## src/rtl/flash_cmd_pkg.sv

```systemverilog
// Shared constants, types and command tables for the chip-erase decoder.
// Assumes an 8-bit data bus and an address bus of at least 11 bits.
package flash_cmd_pkg;

    localparam int SEQ_LEN = 6;
    localparam int CMD_W   = 8;

    typedef enum logic [1:0] {
        PH_IDLE,
        PH_PREPROG,
        PH_VERIFY,
        PH_ERASE
    } phase_t;

    // Expected address for each step of the keyed sequence
    function automatic logic [10:0] step_addr(input logic [2:0] step);
        case (step)
            3'd1, 3'd4: step_addr = 11'h2AA;
            default:    step_addr = 11'h555;
        endcase
    endfunction

    // Expected data for each step of the keyed sequence
    function automatic logic [CMD_W-1:0] step_data(input logic [2:0] step);
        case (step)
            3'd0, 3'd3: step_data = 8'hAA;
            3'd1, 3'd4: step_data = 8'h55;
            3'd2:       step_data = 8'h80;
            3'd5:       step_data = 8'h10;
            default:    step_data = 8'h00;
        endcase
    endfunction

endpackage

```

## src/rtl/flash_unlock_seq.sv

```systemverilog
// Sequence decoder: steps through the six keyed write cycles and pulses
// start_o on the final one. Writes seen while busy_i is high are dropped.
// Assumes one write per strobe cycle.
module flash_unlock_seq
    import flash_cmd_pkg::*;
#(
    parameter int ADDR_W = 11
) (
    input  logic              clk,
    input  logic              rst_n,
    input  logic              we_i,
    input  logic [ADDR_W-1:0] addr_i,
    input  logic [CMD_W-1:0]  data_i,
    input  logic              busy_i,
    output logic              start_o
);

    logic [2:0] step;
    logic       hit;

    // Compare the current cycle against the expected step
    always_comb begin
        hit     = we_i && !busy_i
                  && (addr_i == ADDR_W'(step_addr(step)))
                  && (data_i == step_data(step));
        start_o = hit && (step == 3'(SEQ_LEN - 1));
    end

    // Advance on a match, fall back to the first step on anything else
    always_ff @(posedge clk) begin
        if (!rst_n) begin
            step <= '0;
        end else if (we_i && !busy_i) begin
            if (hit && step != 3'(SEQ_LEN - 1)) step <= step + 3'd1;
            else                                 step <= '0;
        end
    end

    AST_BUSY_HOLDS_STEP: assert property (@(posedge clk) disable iff (!rst_n)
        busy_i |=> step == $past(step));

endmodule

```

## src/rtl/flash_erase_engine.sv

```systemverilog
// Autonomous erase engine: clears each word to zero, checks each word,
// waits ERASE_CYCLES, then requests an all-ones fill. Reset aborts at once.
// Assumes DEPTH is a power of two and at least 2.
module flash_erase_engine
    import flash_cmd_pkg::*;
#(
    parameter int DEPTH        = 16,
    parameter int ERASE_CYCLES = 40,
    localparam int AW = $clog2(DEPTH),
    localparam int CW = $clog2(ERASE_CYCLES + 1)
) (
    input  logic          clk,
    input  logic          rst_n,
    input  logic          start_i,
    output logic          busy_o,
    output phase_t        phase_o,
    output logic [AW-1:0] idx_o,
    output logic          clr_we_o,
    output logic          fill_o
);

    phase_t        phase;
    logic [AW-1:0] idx;
    logic [CW-1:0] cnt;

    // Phase sequencing with word index and erase timer
    always_ff @(posedge clk) begin
        if (!rst_n) begin
            phase <= PH_IDLE;
            idx   <= '0;
            cnt   <= '0;
        end else begin
            case (phase)
                PH_IDLE: if (start_i) begin
                    phase <= PH_PREPROG;
                    idx   <= '0;
                end
                PH_PREPROG: begin
                    idx <= idx + 1'b1;
                    if (idx == AW'(DEPTH - 1)) begin
                        phase <= PH_VERIFY;
                        idx   <= '0;
                    end
                end
                PH_VERIFY: begin
                    idx <= idx + 1'b1;
                    if (idx == AW'(DEPTH - 1)) begin
                        phase <= PH_ERASE;
                        idx   <= '0;
                        cnt   <= '0;
                    end
                end
                default: begin
                    cnt <= cnt + 1'b1;
                    if (cnt == CW'(ERASE_CYCLES - 1)) phase <= PH_IDLE;
                end
            endcase
        end
    end

    // Decode outputs from the phase register
    always_comb begin
        busy_o   = (phase != PH_IDLE);
        phase_o  = phase;
        idx_o    = idx;
        clr_we_o = (phase == PH_PREPROG);
        fill_o   = (phase == PH_ERASE) && (cnt == CW'(ERASE_CYCLES - 1));
    end

    AST_START_GOES_BUSY: assert property (@(posedge clk) disable iff (!rst_n)
        start_i |=> busy_o);
    AST_ERASE_EXITS_IDLE: assert property (@(posedge clk) disable iff (!rst_n)
        phase == PH_ERASE |=> (phase == PH_ERASE || phase == PH_IDLE));
    AST_RESET_ABORTS: assert property (@(posedge clk)
        !rst_n |=> !busy_o);

endmodule

```

## src/rtl/flash_status_read.sv

```systemverilog
// Read-data multiplexer: array data when idle, poll/toggle status when busy.
// The toggle state resets to 0 whenever the engine is idle.
module flash_status_read
    import flash_cmd_pkg::*;
(
    input  logic             clk,
    input  logic             rst_n,
    input  logic             busy_i,
    input  logic             rd_i,
    input  logic [CMD_W-1:0] arr_data_i,
    output logic [CMD_W-1:0] rdata_o
);

    logic tgl;

    // Flip the toggle state on each busy read, clear it when idle
    always_ff @(posedge clk) begin
        if (!rst_n || !busy_i) tgl <= 1'b0;
        else if (rd_i)         tgl <= ~tgl;
    end

    // Choose status word or array word
    always_comb begin
        if (busy_i) rdata_o = {1'b0, tgl, 3'b000, tgl, 2'b00};
        else        rdata_o = arr_data_i;
    end

    AST_TOGGLE_FLIPS: assert property (@(posedge clk) disable iff (!rst_n)
        busy_i && rd_i |=> tgl != $past(tgl));
    AST_TOGGLE_IDLE_ZERO: assert property (@(posedge clk) disable iff (!rst_n)
        !busy_i |=> !tgl);

endmodule

```

## src/rtl/flash_erase_ctrl.sv

```systemverilog
// Top: chip-erase decoder, erase engine, status read path and a small
// behavioural array. The array is non-volatile: reset leaves it untouched.
// Assumes ADDR_W >= 11 and DEPTH a power of two.
module flash_erase_ctrl
    import flash_cmd_pkg::*;
#(
    parameter int ADDR_W       = 11,
    parameter int DEPTH        = 16,
    parameter int ERASE_CYCLES = 40,
    localparam int AW = $clog2(DEPTH)
) (
    input  logic              clk,
    input  logic              rst_n,
    input  logic [ADDR_W-1:0] bus_addr,
    input  logic [7:0]        bus_wdata,
    input  logic              bus_we,
    input  logic              bus_re,
    output logic [7:0]        bus_rdata,
    output logic              ready
);

    logic          start;
    logic          busy;
    phase_t        phase;
    logic [AW-1:0] eng_idx;
    logic          clr_we;
    logic          fill;
    logic [7:0]    mem [DEPTH];
    logic [7:0]    rd_word;

    // Power-up array content
    initial begin
        for (int i = 0; i < DEPTH; i++) mem[i] = 8'((i * 59 + 18) % 256);
    end

    flash_unlock_seq #(.ADDR_W(ADDR_W)) seq_i (
        .clk     (clk),
        .rst_n   (rst_n),
        .we_i    (bus_we),
        .addr_i  (bus_addr),
        .data_i  (bus_wdata),
        .busy_i  (busy),
        .start_o (start)
    );

    flash_erase_engine #(.DEPTH(DEPTH), .ERASE_CYCLES(ERASE_CYCLES)) eng_i (
        .clk      (clk),
        .rst_n    (rst_n),
        .start_i  (start),
        .busy_o   (busy),
        .phase_o  (phase),
        .idx_o    (eng_idx),
        .clr_we_o (clr_we),
        .fill_o   (fill)
    );

    // Array updates: all-ones fill at erase end, zero write during preprogram
    always_ff @(posedge clk) begin
        if (rst_n) begin
            for (int i = 0; i < DEPTH; i++) begin
                if (fill)                             mem[i] <= 8'hFF;
                else if (clr_we && eng_idx == AW'(i)) mem[i] <= 8'h00;
            end
        end
    end

    // Array read port for host reads
    always_comb rd_word = mem[bus_addr[AW-1:0]];

    flash_status_read stat_i (
        .clk        (clk),
        .rst_n      (rst_n),
        .busy_i     (busy),
        .rd_i       (bus_re),
        .arr_data_i (rd_word),
        .rdata_o    (bus_rdata)
    );

    // Ready/busy pin
    always_comb ready = !busy;

    AST_VERIFY_SEES_ZERO: assert property (@(posedge clk) disable iff (!rst_n)
        phase == PH_VERIFY |-> mem[eng_idx] == 8'h00);
    AST_DONE_ALL_ONES: assert property (@(posedge clk) disable iff (!rst_n)
        $fell(busy) && $past(rst_n) |-> (mem[0] == 8'hFF && mem[DEPTH-1] == 8'hFF));

endmodule

```

## config.mk

```make
export PLATFORM = sky130hd
export DESIGN_NAME = flash_erase_ctrl
export DESIGN_NICKNAME = d
export VERILOG_FILES = /design/src/rtl/flash_cmd_pkg.sv /design/src/rtl/flash_unlock_seq.sv /design/src/rtl/flash_erase_engine.sv /design/src/rtl/flash_status_read.sv /design/src/rtl/flash_erase_ctrl.sv
export SDC_FILE = /design/constraint.sdc
export NUM_CORES = 1
export LEC_CHECK = 0
export BUFFER_PORTS_ARGS = -buffer_cell sky130_fd_sc_hd__buf_2
export CAP_MARGIN = 20
export CORE_ASPECT_RATIO = 1.2
export CORE_UTILIZATION = 59
export CTS_CLUSTER_DIAMETER = 120
export DETAILED_ROUTE_END_ITERATION = 7
export PLACE_DENSITY = 0.9
export SETUP_SLACK_MARGIN = 0.1
export SKIP_CTS_REPAIR_TIMING = 1
export SYNTH_ARGS = -nofsm -noshare
export SYNTH_HDL_FRONTEND = slang
export SYNTH_SLANG_ARGS = --single-unit
```

## constraint.sdc

```tcl
create_clock -name clk -period 3.4 [get_ports clk]
set_input_delay 0.68 -clock clk [delete_from_list [all_inputs] [get_ports clk]]
set_output_delay 0.68 -clock clk [all_outputs]
set_load 0.02 [all_outputs]
```

=== Yosys cells after proc, flatten, opt, wreduce, memory -nomap -nowiden ===
Memories as Yosys holds them, arrays and structs flattened.
Cells that the tools add are included.

* Add/sub/neg operators: 3
* Multiply operators: 0
* Div/mod/pow operators: 0
* $lt $le $gt $ge: 0
* Equal/unequal tests: 30
* Shift operators: 0
* Multiplexer cells: 97
* Bitwise logic cells: 18
* Reduce and logical (&&, ||, !) cells: 38

{| class="wikitable"
|+ Operators by type and width
! cell !! number
|-
| $mux W8 || 17
|-
| $mux W1 || 67
|-
| $eq A4 B4 Y1 const B || 8
|-
| $pmux W8 S4 || 1
|-
| $logic_and A1 B1 Y1 || 22
|-
| $eq A4 B3 Y1 const B || 4
|-
| $or A1 B1 Y1 || 16
|-
| $pmux W6 S2 || 1
|-
| $eq A11 B11 Y1 || 1
|-
| $mux W11 || 1
|-
| $eq A4 B2 Y1 const B || 2
|-
| $eq A8 B8 Y1 || 1
|-
| $mux W2 || 4
|-
| $mux W4 || 2
|-
| $pmux W4 S2 || 1
|-
| $reduce_or A2 Y1 || 4
|-
| $add A6 B1 Y6 const B || 1
|-
| $eq A3 B2 Y1 const B || 2
|-
| $eq A3 B3 Y1 const B || 2
|-
| $eq A6 B6 Y1 const B || 1
|-
| $mux W6 || 1
|-
| $pmux W2 S3 || 1
|-
| $add A4 B1 Y4 const B || 1
|-
| $eq A2 B2 Y1 const B || 2
|-
| other kinds (18) || 23
|}

* Flip-flop bits (word level): 16
* Latch bits: 0
* Memory bits (writable): 128
* Bits in read-only memories: 0
* Input port bits: 23
* Output and inout bits: 9
* Logic and storage cells: 192
* Memories kept: 1

{| class="wikitable"
|+ Memory list
! name !! words !! bits a word !! rd ports !! clocked after memory_dff !! write ports !! line !! source
|-
| mem || 16 || 8 || 1 || 0 || 16 || flash_erase_ctrl.sv:28 || <nowiki>logic [7:0] mem [DEPTH];</nowiki>
|}

=== Logic depth before layout (Yosys ltp) ===
* Word-level depth: 9
* Depth in mapped cells: 10
* Gate-level depth less buffers: 8

=== Cells and area by module ===
From an unflattened synthesis, not the netlist that was laid out.

* Cells, all modules: 353
* Area, all modules: 3314.4 um2

{| class="wikitable"
|+ By module, submodules not included
! module !! times used !! cells each !! area an instance (um2) !! sequential area each (um2)
|-
| flash_erase_ctrl || 1 || 194 || 2030.7 || 940.9
|-
| flash_erase_engine || 1 || 83 || 723.2 || 240.2
|-
| flash_unlock_seq || 1 || 62 || 462.9 || 60.1
|-
| flash_status_read || 1 || 14 || 97.6 || 20.0
|}

=== Least setup slack after synthesis ===
Ideal clock, no wire load.

* Kind: input port to output port
* Start point: input bus_addr[1]
* End point: output bus_rdata[1]
* Arrival: 2.313 ns
* Data required time: 2.720 ns
* Path slack: 0.407 ns
* Cell stages on the path: 7
* Path buffers: 2
* Path through: clkbuf_1 > buf_1 > a21oi_1 > and2_1 > o31ai_1 > a21oi_1 > a21boi_0

* Cells in the longest elaborated chain, start to end: 2

{| class="wikitable"
|+ RTL lines
! element !! line !! source
|-
| from (decl) || flash_erase_ctrl.sv:14 || <nowiki>input logic [ADDR_W-1:0] bus_addr,</nowiki>
|-
| $mem_v2 Z16 W8 || -- ||
|-
| $mux W8 || flash_status_read.sv:24 || <nowiki>if (busy_i) rdata_o = {1'b0, tgl, 3'b000, tgl, 2'b00};</nowiki>
|-
| to (decl) || flash_erase_ctrl.sv:18 || <nowiki>output logic [7:0] bus_rdata,</nowiki>
|}

No other way between the ends.

=== Worst setup path after layout ===
* Start point: input bus_addr[1]
* End point: output bus_rdata[5]

The elaborated chain is that of the path after synthesis.

==> run metrics <==
status=completed; Syn Area/Cell=8.96 um2; GP Congestion=0.927; leakage=1.38 nW; Worst slew margin=54.9%; Yosys top cell area share=28.2%; register area share after synthesis=39.4%; WP data arrival=2370 ps; Syn Nets=396; # setup viols final=0; Initial Utilization=60.8%; Max rail drop VDD=253 uV; crit path max fanout=30; most common cell after layout, fill and taps aside=nand2_1; Startpoint Class=primary input; Crit path top cell by count=buf_2; top cell type by total area after synthesis=edfxtp_1; fill count=408; Vias/cell=6.32; dpl hpwl=5.08 mm; Clock Path Buffers=2; Critical Path Sink Type=output port; PwrDens=395 nW/um2; Ant. Diodes=0; Post-Syn Area=3200 um2; initial antenna violation count=0; # H-tree levels=2; die area=5720 um2; most frequent cells in the layout=nand2_1, buf_2, edfxtp_1; post-DR wirelength/cell=15.6 um; CP max-delay cell=buf_2; largest net degree at the start of global routing=31; EDFF count, synth=30; final worst-path cycle share=89.7%; Clock Pin Slew Worst Setup and Hold Paths=90 ps; GR Overflow Total=0; root buffer cell=clkbuf_8; Sequential Area=1260 um2; post-route ant nets=0; Synth Flop Type=edfxtp_1; All-Layer GR Usage=25.8%; Final Hold Fails=0; CTS sink count=48; multi-input logic area=1770 um2; Tightest Pin Transition=675 ps; # rows=29; layout cell share with drive strength beyond 1=13.8%; first-pass GRT wire length=11.6 mm; Final Critical Period=3050 ps; Buffers on Ports=31; vias in the first global route=2609; Final Max Slew Viols=0; total of max-cap violations=0; Final Skew=10.5 ps; RSZ-0062 raised after global routing=false; CTS tree=built; die extent in x=69.2 um; CP Cell Sequence=buf_2 -> clkinv_1 -> nand2_1 -> and3_1 -> or3_1 -> a21oi_1 -> o31a_1 -> buf_2; Die Span Y=82.7 um; core area=5260 um2; Yosys warnings=0; detailed-route via count=2768; Synth Instances=357; Synth Register Bits=48; Min Hold Slack=484 ps; 1st-iter DRT viols=143; synth top area cells=edfxtp_1, dfxtp_1, ha_1, nand2_1, nand3_1; worst path required time=2720 ps; area delta synth->final=8.29%; DRC viols=0; drt pass-1 iters=5; final WL=6.81 mm; worst min path class=register to register; nets=414; cts bufs inserted=5; distinct cell type count after synthesis=58; Clk Latency, worst-skew pair=310 ps; TNS Setup=0 ps; FFs w/ async S/R, synth=0%; critical path class=primary input to output port; CP max stage delay=400 ps; Fmax=0.328 GHz; Ports=32
[flip-flops by register name (all words and copies together), names as in the netlist]
register	cells
eng_i.cnt	6
eng_i.idx_o	4
eng_i.phase_o	2
mem	32
seq_i.step	3
stat_i.tgl	1
[cells in the mapped netlist, drive strengths merged (4+ instances only)]
cell     number
nand2        49
edfxtp       30
nand3        27
a21oi        19
dfxtp        18
inv          18
clkbuf       17
ha           16
nor2         15
nand4        10
and2          9
nor2b         9
nor3          9
mux2i         7
o2111ai       7
o211ai        7
o21ai         7
nand2b        6
buf           5
a21boi        4
a221oi        4
a31oi         4
o31ai         4
or3           4
xor2          4
[logic make-up (layout without fill, tap and decap cells)]
group | Yosys count | count (layout) | synth area share [%]
flip-flops | 48 | 48 | 39.4
AO/OA/AOI/OAI | 81 | 81 | 19.1
multiplexers | 8 | 8 | 2.90
adder cells (fa/ha/maj) | 16 | 16 | 6.26
XOR/XNOR | 6 | 6 | 1.64
buffers and inverters | 41 | 60 | 5.28
AND/OR/NAND/NOR | 157 | 157 | 25.4
[metal layers]
layer	vias up	wire length (um)	global-route usage [%]
li1	1366	-	-
met1	1281	2790	28.0
met2	102	3470	48.3
met3	19	330	4.13
met4	0	217	14.7
met5	-	0	0
[worst max-delay path: cells and delay by family]
kind | cells | cell delay, ps
simple gates | 3 | 430
buf+inv | 3 | 900
compound gates | 2 | 360
[path summary, 6_finish.rpt]
| check | from | endpoint | slack [ps] | cells past startpoint |
|---|---|---|---|---|
| max | bus_addr[1] | bus_rdata[5] | 350 | 8 |
| min | mem[8][4] | mem[8][4] | 480 | 2 |
| max reg2reg | seq_i.step[0] | eng_i.phase_o[0] | 720 | 8 |
| min reg2reg | mem[8][4] | mem[8][4] | 480 | 2 |
[power by group]
group          switching (mW)  internal (mW)
Sequential             0.0111          0.623
Clock                   0.192          0.221
Combinational           0.210          0.109
Total                   0.413          0.954
[final cells by class]
class | count | area share (%)
clock buffer | 5 | 1.99
clock inverter | 3 | 1.34
inverter | 19 | 2.06
multi-input combinational | 268 | 51.0
sequential | 48 | 36.4
tap | 62 | 2.24
timing repair buffer | 33 | 4.91
[per-stage QoR]
stage	instances	area, um2	utilization (%)	setup WS [ps]	power (mW)
floorplan	357	3200	-	407	0.876
detailed placement	430	3350	63.6	371	0.960
finish	438	3460	65.8	350	1.37
global route	438	3460	65.8	172	1.43
global placement	430	3350	63.6	426	0.954
CTS	438	3460	65.8	362	1.37
Power figures use the tool's default switching activity.
